<file path="src/rtl/shadow_pkg.sv">
package shadow_pkg;

   typedef enum logic [1:0] {
      PH_IDLE  = 2'd0,
      PH_GRACE = 2'd1,
      PH_XFER  = 2'd2
   } phase_e;

endpackage

</file>
<file path="src/rtl/seq_matcher.sv">
module seq_matcher #(
   parameter int AW    = 15,
   parameter int STEPS = 6,
   parameter logic [STEPS*AW-1:0] SEQ = '0
) (
   input  logic          clk,
   input  logic          rst_n,
   input  logic          enable,
   input  logic          rd_start,
   input  logic          wr_seen,
   input  logic [AW-1:0] addr,
   output logic          fire
);
   localparam int SW = (STEPS > 1) ? $clog2(STEPS) : 1;
   localparam logic [SW-1:0] LAST = SW'(STEPS - 1);

   initial begin
      if (STEPS < 2) $fatal(1, "seq_matcher: STEPS must be at least 2");
      if (AW < 1)    $fatal(1, "seq_matcher: AW must be at least 1");
   end

   logic [STEPS-1:0] hit;
   logic [SW-1:0]    step;
   logic             cur_hit;

   for (genvar i = 0; i < STEPS; i++) begin : g_cmp
      assign hit[i] = (addr == SEQ[i*AW +: AW]);
   end

   always_comb begin
      cur_hit = 1'b0;
      for (int k = 0; k < STEPS; k++)
         if (step == SW'(k)) cur_hit = hit[k];
   end

   assign fire = enable && rd_start && cur_hit && (step == LAST);

   always_ff @(posedge clk or negedge rst_n) begin
      if (!rst_n)
         step <= '0;
      else if (wr_seen)
         step <= '0;
      else if (enable && rd_start) begin
         if (cur_hit && step != LAST)
            step <= step + 1'b1;
         else
            step <= '0;
      end
   end

   AST_SEQ_WRITE_RESET: assert property (@(posedge clk) disable iff (!rst_n)
      wr_seen |=> (step == '0)) else $error("matcher not reset by write");

endmodule

</file>
<file path="src/rtl/phase_timer.sv">
module phase_timer #(
   parameter int CW = 4
) (
   input  logic          clk,
   input  logic          rst_n,
   input  logic          clear,
   output logic [CW-1:0] count
);
   initial begin
      if (CW < 1) $fatal(1, "phase_timer: CW must be at least 1");
   end

   always_ff @(posedge clk or negedge rst_n) begin
      if (!rst_n)
         count <= '0;
      else if (clear)
         count <= '0;
      else if (count != '1)
         count <= count + 1'b1;
   end

endmodule

</file>
<file path="src/rtl/shadow_ram_ctrl.sv">
module shadow_ram_ctrl
   import shadow_pkg::*;
#(
   parameter int AW           = 15,
   parameter int GRACE_CYCLES = 4,
   parameter int XFER_CYCLES  = 32,
   parameter int CNT_W        = 8,
   parameter int SEQ_STEPS    = 6,
   parameter logic [SEQ_STEPS*AW-1:0] SEQ_ADDRS =
      {15'h43C3, 15'h3C3C, 15'h70F0, 15'h0F0F, 15'h25A5, 15'h1A5A}
) (
   input  logic             clk,
   input  logic             rst_n,
   input  logic             ce_n,
   input  logic             oe_n,
   input  logic             we_n,
   input  logic [AW-1:0]    addr,
   input  logic             req_line_n,
   output logic             line_pull,
   input  logic             power_fail,
   input  logic             recall_req,
   output logic             mem_rd_en,
   output logic             mem_wr_en,
   output logic             xfer_start,
   output logic             xfer_store,
   output logic             xfer_done,
   output logic [CNT_W-1:0] store_count
);
   localparam int TMAX = (GRACE_CYCLES > XFER_CYCLES) ? GRACE_CYCLES : XFER_CYCLES;
   localparam int TW   = $clog2(TMAX + 1);
   localparam logic [TW-1:0]    G_LAST = TW'(GRACE_CYCLES - 1);
   localparam logic [TW-1:0]    X_LAST = TW'(XFER_CYCLES - 1);
   localparam logic [CNT_W-1:0] CMAX   = '1;

   initial begin
      if (GRACE_CYCLES < 1) $fatal(1, "shadow_ram_ctrl: GRACE_CYCLES must be >= 1");
      if (XFER_CYCLES < 1)  $fatal(1, "shadow_ram_ctrl: XFER_CYCLES must be >= 1");
      if (CNT_W < 1)        $fatal(1, "shadow_ram_ctrl: CNT_W must be >= 1");
      if (AW < 1)           $fatal(1, "shadow_ram_ctrl: AW must be >= 1");
   end

   phase_e        phase, phase_nx;
   logic          dirty, wr_prev, rd_prev, store_dir;
   logic [TW-1:0] tcnt;
   logic          rd_req, wr_req, rd_cycle, wr_cycle, wr_cont;
   logic          rd_start, sw_fire, hw_go;

   // bus decode
   assign rd_req   = !ce_n && !oe_n && we_n;
   assign wr_req   = !ce_n && !we_n;
   assign rd_cycle = rd_req && req_line_n;
   assign wr_cycle = wr_req && req_line_n;
   assign wr_cont  = wr_prev && wr_req;
   assign rd_start = rd_cycle && !rd_prev;

   always_comb begin
      mem_rd_en = 1'b0;
      mem_wr_en = 1'b0;
      unique case (phase)
         PH_IDLE: begin
            mem_wr_en = wr_cycle || wr_cont;
            mem_rd_en = rd_cycle && !mem_wr_en;
         end
         PH_GRACE: begin
            mem_wr_en = wr_cont;
            mem_rd_en = rd_req;
         end
         default: ;
      endcase
   end

   seq_matcher #(
      .AW(AW), .STEPS(SEQ_STEPS), .SEQ(SEQ_ADDRS)
   ) u_seq (
      .clk(clk), .rst_n(rst_n),
      .enable(phase == PH_IDLE),
      .rd_start(rd_start),
      .wr_seen(mem_wr_en),
      .addr(addr),
      .fire(sw_fire)
   );

   // conditional triggers: line pulled by another agent, or supply loss
   assign hw_go = dirty && (!req_line_n || power_fail);

   always_comb begin
      phase_nx = phase;
      unique case (phase)
         PH_IDLE: begin
            if (recall_req || sw_fire) phase_nx = PH_XFER;
            else if (hw_go)            phase_nx = PH_GRACE;
         end
         PH_GRACE: if (tcnt == G_LAST) phase_nx = PH_XFER;
         PH_XFER:  if (tcnt == X_LAST) phase_nx = PH_IDLE;
         default:  phase_nx = PH_IDLE;
      endcase
   end

   phase_timer #(.CW(TW)) u_timer (
      .clk(clk), .rst_n(rst_n),
      .clear(phase_nx != phase),
      .count(tcnt)
   );

   assign xfer_start = (phase == PH_XFER) && (tcnt == '0);
   assign xfer_done  = (phase == PH_XFER) && (tcnt == X_LAST);
   assign xfer_store = store_dir;
   assign line_pull  = store_dir && (phase != PH_IDLE);

   always_ff @(posedge clk or negedge rst_n) begin
      if (!rst_n) begin
         phase     <= PH_IDLE;
         store_dir <= 1'b0;
         dirty     <= 1'b0;
         wr_prev   <= 1'b0;
         rd_prev   <= 1'b0;
      end else begin
         phase   <= phase_nx;
         wr_prev <= mem_wr_en;
         rd_prev <= rd_cycle;
         if (phase == PH_IDLE && phase_nx != PH_IDLE)
            store_dir <= !recall_req;
         else if (phase_nx == PH_IDLE)
            store_dir <= 1'b0;
         if (xfer_done)      dirty <= 1'b0;
         else if (mem_wr_en) dirty <= 1'b1;
      end
   end

   // completed-store counter, narrow variant avoids the adder
   if (CNT_W == 1) begin : g_cnt1
      always_ff @(posedge clk or negedge rst_n) begin
         if (!rst_n) store_count <= '0;
         else if (xfer_done && store_dir) store_count <= 1'b1;
      end
   end else begin : g_cntn
      always_ff @(posedge clk or negedge rst_n) begin
         if (!rst_n) store_count <= '0;
         else if (xfer_done && store_dir && store_count != CMAX)
            store_count <= store_count + 1'b1;
      end
   end

   AST_XFER_BLOCKS: assert property (@(posedge clk) disable iff (!rst_n)
      (phase == PH_XFER) |-> (!mem_rd_en && !mem_wr_en)) else $error("access during transfer");
   AST_CLEAN_NO_GRACE: assert property (@(posedge clk) disable iff (!rst_n)
      (phase == PH_IDLE && !dirty) |=> (phase != PH_GRACE)) else $error("grace while clean");
   AST_GRACE_NO_NEW_WRITE: assert property (@(posedge clk) disable iff (!rst_n)
      (phase == PH_GRACE && mem_wr_en) |-> $past(mem_wr_en)) else $error("new write in grace");
   AST_DONE_CLEARS_DIRTY: assert property (@(posedge clk) disable iff (!rst_n)
      xfer_done |=> !dirty) else $error("dirty survives done");
   AST_DONE_SINGLE: assert property (@(posedge clk) disable iff (!rst_n)
      xfer_done |=> !xfer_done) else $error("done longer than one cycle");
   AST_COUNT_SAT: assert property (@(posedge clk) disable iff (!rst_n)
      (store_count == CMAX) |=> (store_count == CMAX)) else $error("counter wrapped");
   AST_COUNT_AFTER_DONE: assert property (@(posedge clk) disable iff (!rst_n)
      !$stable(store_count) |-> $past(xfer_done && xfer_store)) else $error("count moved without store");

endmodule

</file>
<file path="config.mk">
export PLATFORM = sky130hd
export DESIGN_NAME = shadow_ram_ctrl
export DESIGN_NICKNAME = d
export VERILOG_FILES = /design/src/rtl/shadow_pkg.sv /design/src/rtl/seq_matcher.sv /design/src/rtl/phase_timer.sv /design/src/rtl/shadow_ram_ctrl.sv
export SDC_FILE = /design/constraint.sdc
export NUM_CORES = 1
export LEC_CHECK = 0
export BUFFER_PORTS_ARGS = -buffer_cell sky130_fd_sc_hd__buf_2
export CAP_MARGIN = 20
export CELL_PAD_IN_SITES_DETAIL_PLACEMENT = 0
export CELL_PAD_IN_SITES_GLOBAL_PLACEMENT = 1
export CORE_AREA = 2 2 66 68
export DETAILED_ROUTE_END_ITERATION = 10
export DIE_AREA = 0 0 68 70
export PLACE_DENSITY_LB_ADDON = 0.08
export SLEW_MARGIN = 20
export SYNTH_ARGS = -nofsm -noshare
export SYNTH_HDL_FRONTEND = slang
export SYNTH_HIERARCHICAL = 1
export SYNTH_SLANG_ARGS = --single-unit
</file>
<file path="constraint.sdc">
create_clock -name clk -period 2.2 [get_ports clk]
set_input_delay 0 -clock clk [delete_from_list [all_inputs] [get_ports clk]]
set_output_delay 0 -clock clk [all_outputs]
set_load 0.005 [all_outputs]
</file>
; ---- Yosys cells after proc, flatten, opt, wreduce, memory -nomap -nowiden
; Index checks and enable logic that the tools add are counted.
[op_classes]
n_addsub = 3
n_eq_ne = 19
n_mux = 22
n_reduce_logical = 39
[op_table]
columns = operator, count
row1 = "equality test 15 x 14 -> 1 bit, second input constant", 2
row2 = "equality test 15 bit, second input constant", 2
row3 = logical AND 1 bit, 19
row4 = "equality test 15 x 12 -> 1 bit, second input constant", 1
row5 = "equality test 15 x 13 -> 1 bit, second input constant", 1
row6 = 2-to-1 mux 6 bit, 2
row7 = nonzero test 2 bit, 6
row8 = 2-to-1 mux 1 bit, 10
row9 = 2-to-1 mux 3 bit, 3
row10 = "adder 8 x 1 -> 8 bit, second input constant", 1
row11 = 2-to-1 mux 2 bit, 4
row12 = "inequality test 8 bit, second input constant", 1
row13 = zero test 1 bit, 7
row14 = "adder 6 x 1 -> 6 bit, second input constant", 1
row15 = "equality test 3 x 2 -> 1 bit, second input constant", 2
row16 = "equality test 3 bit, second input constant", 2
row17 = "equality test 6 x 2 -> 1 bit, second input constant", 1
row18 = "equality test 6 x 5 -> 1 bit, second input constant", 1
row19 = zero test 6 bit, 1
row20 = "inequality test 6 bit, second input constant", 1
row21 = one-hot mux 2 bit (3 select lines), 1
row22 = zero test 2 bit, 2
row23 = one-hot mux 1 bit (2 select lines), 2
row24 = "adder 3 x 1 -> 3 bit, second input constant", 1
row25 = other kinds (7), 9
[totals]
ff_bits = 23
in_bits = 23
output_inout_bits = 14
word_cells = 91

; ---- Logic depth before layout (Yosys ltp)
; Gate-level depths: netlist (run 1).
[logic_depth]
word_depth = 15
depth_mapped = 12
ltp_nobuf = 12

; ---- Cells and area by module
; Netlist (run 1), hierarchy kept.
[modules_own_cells]
columns = mod, instances, cells_each, area_per_inst_um2, seq_area_each_um2
row1 = shadow_ram_ctrl, 1, 81, 779.5, 350.3
row2 = seq_matcher, 1, 53, 419.2, 75.1
row3 = phase_timer, 1, 29, 302.8, 150.1

; ---- Least setup slack after synthesis (run 1)
; No wires, ideal clock.
[synth_timing]
path_type = flip-flop to flip-flop
from = reg phase[0]
to = reg u_timer.count[3]
setup_time_ps = 82
arrival_ps = 1706
required_time_ps = 2118
slack_ps = 412
stages_incl_launch_ff = 11
n_path_buf = 0
synth_period_minus_slack_ps = 1788
path_cell_list = dfrtp_1 nor2_1 and2_1 nand4_1 nor3_1 nor2_1 o2111a_1 inv_1 o211ai_1 o21bai_1 a31oi_1
[synth_between]
elab_chain_cells = 9
elab_cells_between_ends = 15
classes_between = 3 x eq/ne / 6 x mux / 6 x reduce/logical
[synth_lines]
columns = item, line_no
row1 = from (decl), shadow_ram_ctrl.sv:42  ; phase_e phase, phase_nx;
row2 = from (signal assigned), shadow_ram_ctrl.sv:118  ; phase <= phase_nx;
row3 = zero test 2 bit (*), shadow_ram_ctrl.sv:76  ; .enable(phase == PH_IDLE),
row4 = logical AND 1 bit (*) (3 in series), seq_matcher.sv:36  ; assign fire = enable && rd_start && cur_hit && (step == LAST);
row5 = via sw_fire, shadow_ram_ctrl.sv:46  ; logic rd_start, sw_fire, hw_go;
row6 = logical OR 1 bit (*), shadow_ram_ctrl.sv:90  ; if (recall_req || sw_fire) phase_nx = PH_XFER;
row7 = 2-to-1 mux 2 bit (*), shadow_ram_ctrl.sv:90
row8 = one-hot mux 2 bit (3 select lines) (*), shadow_ram_ctrl.sv:88  ; unique case (phase)
row9 = inequality test 2 bit (*), shadow_ram_ctrl.sv:101  ; .clear(phase_nx != phase),
row10 = 2-to-1 mux 6 bit / nonzero test 2 bit (equally long branches), -
row11 = to (signal assigned), phase_timer.sv:19  ; count <= count + 1'b1;
row12 = to (decl), phase_timer.sv:7  ; output logic [CW-1:0] count
; Mark *: on every way through the listed nets, which the timed path passes. The rest lies on a longest branch.
; A chain may end at the register's enable or synchronous reset.

; ---- Worst setup path in the final report (run 1)
[layout_timing]
from = reg phase[0]
to = reg u_timer.count[2]
; The elaborated chain is that of the path after synthesis.

==> results_dict.tcl, run 1 <==
set metrics [dict create \
    grt_pass1_vias 1332 \
    ir_worst_vdd_mv 0.6165 \
    critPathKind "reg -> reg" \
    num_vias 1405 \
    gp_congestion 0.7852 \
    yosys.area.top_type "dfrtp_1" \
    crit_arrival_ps 2140 \
    period_minus_slack_ps 1950 \
    synth_top_family_by_area "simple AND/OR/NAND/NOR gates" \
    cts_inserted_buffers 3 \
    drive_above_1_share_pct 27.14 \
    diodes 0 \
    core-area_um2 4144 \
    status "complete, no violations" \
    cp_cell_sequence "nor2_1 -> and2_1 -> nand4_1 -> nor3_2 -> nor2_1 -> o2111a_1 -> inv_1 -> o211ai_1 -> o21bai_1 -> a31oi_1" \
    drtIter0Drc 67 \
    die_w_um 68 \
    cts.clk_slew.worst_paths_ps 90 \
    synth_mux_area_share_pct 1.500 \
    tightest_slew_ps 530.4 \
    whs_ps 12.92 \
    syn_area_per_cell_um2 9.211 \
    leakagePower_nw 0.8654 \
    startpoint_type "flip-flop" \
    cts_sinks 23 \
    finalCritPeriodShare_pct 88.65 \
    pwr_density_cell_nw_per_um2 723.7 \
    vias_per_cell 5.363 \
    crit_family "simple AND/OR/NAND/NOR gates" \
    skew_ps 2.090 \
    drt_wl_total_mm 3.476 \
    yosys.cell_types.count 46 \
    endpoint_kind "flip-flop" \
    synth_compound_area_share_pct 14.33 \
    dieArea_um2 4760 \
    syn_nets 193 \
    cp_slowest_cell "dfrtp_1" \
    synthToLayoutAreaGrowth_pct 23.92 \
    start_util_pct 36.23 \
    grt_pass1_wl_mm 5.865 \
    cts_tree "built" \
    hold_viol_final 0 \
    ant_nets 0 \
    drv_slew 0 \
    syn-cell-area_um2 1501 \
    max_cap_violations 0 \
    grt_use_total_pct 15.45 \
    dominantRegCellSynth "dfrtp_1" \
    root_buffer "clkbuf_8" \
    ys_async_sr_fraction_pct 100.0 \
    drc 0 \
    synth-xor-area-share_pct 2.917 \
    clk_latency_ps 260 \
    cp.required_ps 2390 \
    dp_hpwl_mm 2.689 \
    timing.fmax_ghz 0.5128 \
    antenna_found_initial 0 \
    clock_path_buffers 2 \
    slowest_delay_ps 390 \
    synth_top_area_share_pct 38.33 \
    synth_fa_ha_area_share_pct 5.833 \
    hold_class "in -> reg" \
    seq_area_frac_synth_pct 38.33 \
    port_buffers 36 \
    row_count 24 \
    finish.utilization_pct 44.90 \
    globalRouteOverflowTotal 0 \
    ctsHtreeMaxLevel 1 \
    fin_nets 241 \
    postSynthCellCount 163 \
    crit_buf_inv 1 \
    synthSimpleGateAreaFrac_pct 33.33 \
    relSlewSlack_pct 64.64 \
    cp_max_fo 6 \
    yosys_warnings 6 \
    drt_first_pass_iters 4 \
    design_area_um2 1861 \
    grt_max_degree 24 \
    drt-wirelength-per-cell_um 13.27 \
    synth-seq-cells 23 \
    die-height_um 70 \
    io_pins 37 \
    rsz0062_at_grt "no" \
    setup-violations-final 0 \
    place_area_um2 1777 \
    cp_common_cell "nor2_1" \
    synthTopCellsByArea "dfrtp_1 (38%), ha_1 (5.8%), nand2_1 (4.5%), nor3_1 (4.3%), and4bb_1 (3.3%)" \
    synth-edff-count 0 \
    fin_tns_setup_ps 0 \
]
==> per-stage QoR <==
step	setup WS (ps)	total power [mW]	cells
after floorplan	411.7	0.9003	163
after detailed placement	187.9	1.078	255
after global placement	248.2	1.071	255
after CTS	184.2	1.362	262
after global routing	24.15	1.450	262
final	249.8	1.346	262
==> final timing paths <==
kind                                      from  depth (start not counted)          endpoint  slack (ps)
min in group asynchronous                rst_n                          2    store_count[6]         230
worst min register to register  store_count[7]                          1    store_count[7]         500
worst max register to register        phase[0]                         10  u_timer/count[2]         250
worst min-delay path                      oe_n                          4           rd_prev          10
worst max-delay path                  phase[0]                         10  u_timer/count[2]         250
max in group asynchronous                rst_n                          2        xfer_store        1610
==> where the power goes <==
part / switching (mW) / leakage [nW] / internal [mW]
clock: 0.147 / 0.0217 / 0.128
combinational: 0.256 / 0.541 / 0.226
sequential: 0.0922 / 0.303 / 0.498
==> cell usage in the layout (no fill, tap or decap), types with 3 or more instances in the layout <==
cell           Yosys  routed
and4bb_1           4       4
nor3_1            13      12
a31oi_1            5       5
o21ai_0            5       5
dlygate4sd3_1      0       3
o21ai_1            4       4
nand4_1            6       6
buf_2              0      36
xor2_1             5       5
nor2_1            13      13
nand3_1            4       4
inv_1             11      11
dfrtp_1           23      23
nor4_1             4       4
ha_1               7       7
nand2_1           18      18
clkbuf_8           0       3
buf_4              0       6
==> cells in the mapped netlist, drive strengths merged, types with 5 or more instances <==
library cell / number
and4bb: 6
nand3: 6
inv: 11
xor2: 5
nor2: 13
nand4: 6
dfrtp: 23
nor3: 14
o21ai: 9
nand2: 18
a31oi: 5
ha: 7
==> logic make-up (layout without fill, tap and decap cells) <==
kind of cell,Yosys count,after routing
AND/OR/NAND/NOR,82,82
AO/OA/AOI/OAI,31,31
flip-flops,23,23
buffers and inverters,13,60
adder cells (fa/ha/maj),7,7
XOR/XNOR,5,5
multiplexers,2,2
==> registers in the layout, indices dropped and copies added, names as in the netlist <==
signal,flops
dirty,1
wr_prev,1
store_count,8
rd_prev,1
xfer_store,1
u_seq/step,3
u_timer/count,6
phase,2
==> worst register-to-register path: cells and delay by family (launching register included) <==
family                 cells  cell delay, ps
AO/OA/AOI/OAI              4             700
buffers and inverters      1              80
flip-flops                 1             390
AND/OR/NAND/NOR            5             720
==> what timing repair did <==
item	in CTS	in global routing
setup buffers	0	0
endpoints found under the hold margin	24	0
hold buffers	3	0
resized for setup	0	1
setup endpoints to repair	0	2
==> final cells by class <==
| type | count | area [µm²] |
|---|---|---|
| Clock buffer | 3 | 41.29 |
| Clock inverter | 1 | 7.507 |
| Fill cell | 419 | 2283 |
| Inverter | 11 | 41.29 |
| Multi-Input combinational cell | 127 | 874.6 |
| Sequential cell | 23 | 575.6 |
| Tap cell | 52 | 65.06 |
| Timing Repair Buffer | 45 | 255.2 |
==> metal layers <==
metal	share of wire (%)	GRT usage, %	up-vias
met3	3.4	2.738	4
met1	46	19.94	670
met4	1.1	4.222	0
li1	-	-	706
met5	0	0	-
met2	49	26.00	25
Power figures use the tool's default switching activity.
==> run 2, diff against run 1 <==
--- a/config.mk
+++ b/config.mk
@@ -5,13 +5,14 @@
 export SDC_FILE = /design/constraint.sdc
 export NUM_CORES = 1
 export LEC_CHECK = 0
+export ABC_AREA = 1
 export BUFFER_PORTS_ARGS = -buffer_cell sky130_fd_sc_hd__buf_2
 export CAP_MARGIN = 20
 export CELL_PAD_IN_SITES_DETAIL_PLACEMENT = 0
 export CELL_PAD_IN_SITES_GLOBAL_PLACEMENT = 1
-export CORE_AREA = 2 2 66 68
+export CORE_AREA = 2 2 71 73
 export DETAILED_ROUTE_END_ITERATION = 10
-export DIE_AREA = 0 0 68 70
+export DIE_AREA = 0 0 73 75
 export PLACE_DENSITY_LB_ADDON = 0.08
 export SLEW_MARGIN = 20
 export SYNTH_ARGS = -nofsm -noshare
==> results_dict.tcl, run 2 <==
set metrics [dict create \
    ir_worst_vdd_mv 0.3800 \
    core-area_um2 4661 \
    die-height_um 75 \
    hold_viol_final 0 \
    drt_first_pass_iters 4 \
    reg.largest.list "store_count x8, u_timer/count x6, u_seq/step x3" \
    setup-violations-final 0 \
    synthTopCellsByArea "dfrtp_1 (32%), nand2_1 (16%), nor2_1 (9.4%), inv_1 (6.3%), nand3_1 (5.6%)" \
    synth_top_area_share_pct 32.08 \
    finish.utilization_pct 45.75 \
    clkPwrFrac_pct 19.7 \
    max_cap_violations 0 \
    num_vias 1716 \
    grt_max_degree 24 \
    cp_max_fo 9 \
    period_minus_slack_ps 1948 \
    seqPwrFrac_pct 41.7 \
    root_buffer "clkbuf_8" \
    synth.most_common_cell "nand2_1" \
    pwr_density_cell_nw_per_um2 645.3 \
    globalRouteOverflowTotal 0 \
    intPower_mw 0.8228 \
    dp_hpwl_mm 3.318 \
    largest_register_ffs 8 \
    ant_nets 0 \
    seq_area_frac_synth_pct 32.08 \
    synthToLayoutAreaGrowth_pct 18.83 \
    yosys.area.top_type "dfrtp_1" \
    timing.fmax_ghz 0.5133 \
    critPathKind "reg -> reg" \
    mostFrequentLayoutCell "nand2_1" \
    p_comb_share_pct 38.6 \
    grt_use_total_pct 16.56 \
    clk_latency_ps 270 \
    relSlewSlack_pct 64.64 \
    vias_per_cell 4.780 \
    mostFrequentLayoutCells "nand2_1 (75), nor2_1 (45), buf_2 (36)" \
    cts_sinks 23 \
    yosys.cell_types.count 30 \
    grt_pass1_vias 1553 \
    row_count 25 \
    yosys_warnings 6 \
    drive_above_1_share_pct 22.95 \
    ctsHtreeMaxLevel 1 \
    grt_pass1_wl_mm 7.065 \
    crit_arrival_ps 2110 \
    fin_nets 336 \
    syn_nets 292 \
    regMostFlops "store_count" \
    synth-seq-cells 23 \
    drt_wl_total_mm 4.076 \
    ys_async_sr_fraction_pct 100.0 \
    start_util_pct 38.50 \
    swShare_pct 40.20 \
    status "complete, no violations" \
    drt-wirelength-per-cell_um 11.35 \
    syn-cell-area_um2 1794 \
    antenna_found_initial 0 \
    postSynthCellCount 262 \
    post-place-cells 354 \
    ys_top_cells_by_count "nand2_1 (75), nor2_1 (45), inv_1 (30)" \
    io_pins 37 \
    synth-edff-count 0 \
    skew_ps 1.958 \
    diodes 0 \
    leakagePower_nw 1.164 \
    syn_area_per_cell_um2 6.848 \
    gp_congestion 0.8154 \
    cts_inserted_buffers 3 \
    die_w_um 73 \
    hold_class "in -> reg" \
    drc 0 \
    dominantRegCellSynth "dfrtp_1" \
    port_buffers 36 \
    drtIter0Drc 61 \
    cts_tree "built" \
    cts.clk_slew.worst_paths_ps 90 \
    drv_slew 0 \
    endpoint_kind "flip-flop" \
    netSwitchingPower_mw 0.5531 \
    tightest_slew_ps 530.4 \
    cp.required_ps 2360 \
    startpoint_type "flip-flop" \
    dieArea_um2 5475 \
    finalCritPeriodShare_pct 88.56 \
    clock_path_buffers 2 \
    final_cells 359 \
]
==> run 2: cell count changes after synthesis, moves of 4 or more <==
| cell | previous run | this run |
|---|---|---|
| a31oi_1 | 5 | 0 |
| and4bb_1 | 4 | 0 |
| inv_1 | 11 | 30 |
| nand2_1 | 18 | 75 |
| nand3_1 | 4 | 20 |
| nand3_2 | 1 | 5 |
| nor2_1 | 13 | 45 |
| nor3_1 | 13 | 3 |
==> run 2: logic make-up after synthesis <==
logic type      count (synthesis)  synth area share (%)
compound gates                 18                 6.346
xor+xnor                        5                 2.441
fa+ha+maj                       7                 4.881
buf+inv                        35                 7.322
flops                          23                 32.08
simple gates                  174                 46.93
==> run 2: per-layer routing <==
metal	part of all wire [%]	vias to the layer above	routed length (µm)	track usage, %
li1	-	921	-	-
met1	49	761	2000	22.44
met2	46	30	1895	27.83
met3	3.4	4	140	2.008
met4	0.96	0	39	4.938
met5	0	-	0	0
==> run 2: worst max-delay path: stages, from the launching register on <==
cell and delay [ps]:
dfrtp_1 420, inv_1 90, ha_1 180, nand2_1 100
nor4b_4 310, o21ai_1 120, nand3_2 100, nand2_1 60
nand2_1 110, clkinvlp_4 180, nand3_2 130, nand2_1 50
==> run 2: path summary, 6_finish.rpt <==
path | from | to | slack [ps] | depth (start not counted)
setup / recovery | u_seq/step[1] | u_timer/count[4] | 250 | 11
setup reg to reg | u_seq/step[1] | u_timer/count[4] | 250 | 11
hold / removal | oe_n | rd_prev | 10 | 4
hold reg to reg | u_seq/step[1] | u_seq/step[1] | 550 | 2
min in group asynchronous | rst_n | u_timer/count[5] | 240 | 2
max in group asynchronous | rst_n | xfer_store | 1600 | 2
==> run 2: power groups by stage <==
| stage | Combinational (mW) | Sequential (mW) | Clock [mW] |
|---|---|---|---|
| floorplan | 0.361 | 0.573 | 0 |
| global placement | 0.526 | 0.583 | 0 |
| detailed placement | 0.527 | 0.584 | 0 |
| CTS | 0.530 | 0.575 | 0.281 |
| global route | 0.622 | 0.587 | 0.297 |
| finish | 0.531 | 0.574 | 0.271 |
==> run 2: through the flow <==
step                instance area (µm²)  hold slack, ps  total power, mW  setup TNS [ps]  worst slack, ps
floorplan                          1794          -295.6           0.9340               0            268.6
global placement                   2057           16.74            1.109               0            170.8
detailed placement                 2057           28.06            1.110               0            101.6
CTS                                2113           8.446            1.386               0            74.55
global route                       2132           41.03            1.506          -33.57           -13.13
finish                             2132           11.31            1.376               0            251.8
==> run 2: area by class of cell <==
cell class | instances | area, µm²
Tap cell | 54 | 67.56
Multi-Input combinational cell | 204 | 1102
Clock buffer | 3 | 41.29
Clock inverter | 1 | 5.005
Timing Repair Buffer | 39 | 205.2
Sequential cell | 23 | 575.6
Fill cell | 512 | 2529
Inverter | 35 | 135.1
==> run 2: what timing repair did <==
| item | 4_1_cts | 5_1_grt |
|---|---|---|
| setup buffers | 0 | 0 |
| gates resized for setup | 0 | 3 |
| hold endpoints to repair | 23 | 0 |
| hold buffers | 1 | 0 |
| endpoints found under the setup margin | 0 | 6 |
==> run 3, diff against run 2 <==
--- a/config.mk
+++ b/config.mk
@@ -8,11 +8,9 @@
 export ABC_AREA = 1
 export BUFFER_PORTS_ARGS = -buffer_cell sky130_fd_sc_hd__buf_2
 export CAP_MARGIN = 20
-export CELL_PAD_IN_SITES_DETAIL_PLACEMENT = 0
-export CELL_PAD_IN_SITES_GLOBAL_PLACEMENT = 1
-export CORE_AREA = 2 2 71 73
+export CORE_AREA = 2 2 61 63
 export DETAILED_ROUTE_END_ITERATION = 10
-export DIE_AREA = 0 0 73 75
+export DIE_AREA = 0 0 63 65
 export PLACE_DENSITY_LB_ADDON = 0.08
 export SLEW_MARGIN = 20
 export SYNTH_ARGS = -nofsm -noshare
==> constraint.sdc (replaced) <==
create_clock -name clk -period 1.8 [get_ports clk]
set_input_delay 0 -clock clk [delete_from_list [all_inputs] [get_ports clk]]
set_output_delay 0 -clock clk [all_outputs]
set_load 0.005 [all_outputs]
==> results_dict.tcl, run 3 (synthesized netlist as in run 2, its figures left out) <==
set metrics [dict create \
    status "finished with violations" \
    violations "setup timing" \
    m1WireLength_mm 1.834 \
    dieArea_um2 4095 \
    regMostFlops "store_count" \
    routed.top_layer "met4" \
    largest_register_ffs 8 \
    startpoint_type "flip-flop" \
    netSwitchingPower_mw 0.7617 \
    drv_slew 0 \
    drt_wl_total_mm 4.065 \
    route.met2.wl_mm 2.005 \
    multi_input_area_um2 1146 \
    vias_per_cell 4.922 \
    grt_use_total_pct 21.32 \
    cts.clk_slew.worst_paths_ps 130 \
    timing.fmax_ghz 0.5335 \
    row_count 22 \
    die_w_um 63 \
    core-area_um2 3496 \
    finalCritPeriodShare_pct 104.1 \
    drive_above_1_share_pct 29.72 \
    clk_latency_ps 320 \
    skew_ps 6.185 \
    postLayoutSetupSlackWorst_ps -74.26 \
    n_fill_cell 349 \
    drc 0 \
    max_cap_violations 0 \
    cts_inserted_buffers 3 \
    period_minus_slack_ps 1874 \
    num_vias 1826 \
    ir_worst_vdd_mv 0.5612 \
    final_cells 371 \
    hold_class "in -> reg" \
    io_pins 37 \
    grt_max_degree 24 \
    drtIter0Drc 63 \
    cts_sinks 23 \
    fin_nets 354 \
    pwr_density_cell_nw_per_um2 806.7 \
    regArea_um2 575.6 \
    start_util_pct 51.32 \
    antenna_found_initial 0 \
    setup-violations-final 5 \
    port_buffers 36 \
    endpoint_kind "flip-flop" \
    crit_arrival_ps 2080 \
    ctsHtreeMaxLevel 1 \
    reg.largest.list "store_count x8, u_timer/count x6, u_seq/step x3" \
    seqPwrFrac_pct 36.0 \
    globalRouteOverflowTotal 0 \
    place_area_um2 2171 \
    dp_hpwl_mm 3.162 \
    mostFrequentLayoutCells "nand2_1 (73), nor2_1 (43), buf_2 (36)" \
    p_comb_share_pct 50.8 \
    swShare_pct 41.33 \
    root_buffer "clkbuf_4" \
    wl_met3_um 186 \
    grt_pass1_vias 1697 \
    gp_congestion 0.8252 \
    leakagePower_nw 1.253 \
    tightest_slew_ps 521.7 \
    intPower_mw 1.081 \
    ant_nets 0 \
    drt-wirelength-per-cell_um 10.96 \
    mostFrequentLayoutCell "nand2_1" \
    clkPwrFrac_pct 13.1 \
    design_area_um2 2285 \
    cp_max_fo 4 \
    hold_viol_final 0 \
    clock_path_buffers 2 \
    drt_first_pass_iters 4 \
    post-place-cells 363 \
    relSlewSlack_pct 65.22 \
    synthToLayoutAreaGrowth_pct 27.34 \
    critPathKind "reg -> reg" \
    die-height_um 65 \
    grt_pass1_wl_mm 6.982 \
    cts_tree "built" \
    cp.required_ps 2010 \
    rsz0062_at_grt "yes" \
    diodes 0 \
]
[run 3: cell count changes in the layout (fill, tap and decap cells not counted), moves of 2 or more]
cell and delta:
buf_4 +16, clkbuf_4 +3, clkbuf_8 -3, nand2_1 -2, nand3_1 -3, nand3_2 +3
nor2_1 -2, nor2_2 +2
[run 3: worst paths after layout]
| check | slack (ps) | from | endpoint | cells after the start |
|---|---|---|---|---|
| setup / recovery | -70 | rd_prev | u_timer/count[1] | 11 |
| hold / removal | 30 | we_n | wr_prev | 4 |
| setup reg to reg | -70 | rd_prev | u_timer/count[1] | 11 |
| hold reg to reg | 550 | dirty | dirty | 4 |
| max in group asynchronous | 1270 | rst_n | store_count[6] | 2 |
| min in group asynchronous | 180 | rst_n | u_timer/count[4] | 2 |
[run 3: stage by stage]
stage / power, mW / hold WS (ps) / util (%) / setup TNS [ps] / setup slack (ps)
6_report: 1.843 / 28.59 / 65.35 / -198.8 / -74.26
5_1_grt: 1.995 / 49.55 / 65.35 / -965.2 / -185.5
4_1_cts: 1.741 / 28.14 / 63.60 / 0 / 14.59
3_5_place_dp: 1.488 / 6.176 / 62.10 / -534.8 / -115.0
3_3_place_gp: 1.463 / 8.992 / 62.10 / -240.1 / -50.30
2_1_floorplan: 1.147 / -295.6 / - / 0 / 10.80
[run 3: layout make-up]
cell class / count / share of cell area [%]
timing repair inverter: 1 / 0.3286
sequential: 23 / 25.19
inverter: 35 / 5.860
tap: 48 / 2.629
multi-input combinational: 204 / 50.16
timing repair buffer: 56 / 14.68
clock buffer: 4 / 1.150
[run 3: power by group through the flow]
stage	registers, mW	clock network, mW	logic, mW
floorplan	0.703	0	0.444
global placement	0.667	0	0.796
detailed placement	0.675	0	0.813
CTS	0.664	0.249	0.828
global route	0.672	0.277	1.05
finish	0.664	0.242	0.937
[run 3: metal layers]
metal	vias up	track usage [%]
li1	955	-
met1	821	26.51
met2	46	38.83
met3	4	3.125
met4	0	5.000
met5	-	0
[run 3: what timing repair did]
action / in CTS / in global routing
pin swaps: 1 / 8
cloned: 0 / 1
setup endpoints to repair: 6 / 8
setup buffers: 0 / 1
hold buffers: 2 / 0
gates resized for setup: 2 / 11
endpoints found under the hold margin: 24 / 0
[run 3: critical path: stages (launching register included)]
cell        delay, ps
dfrtp_1           390
nor3_2            200
nand2_1           130
nor4b_4           310
buf_4             160
o21ai_2            60
nand3_2            70
nand2_2            70
nand2_4            90
clkinvlp_4        130
nand3_2            90
nand2_1            60
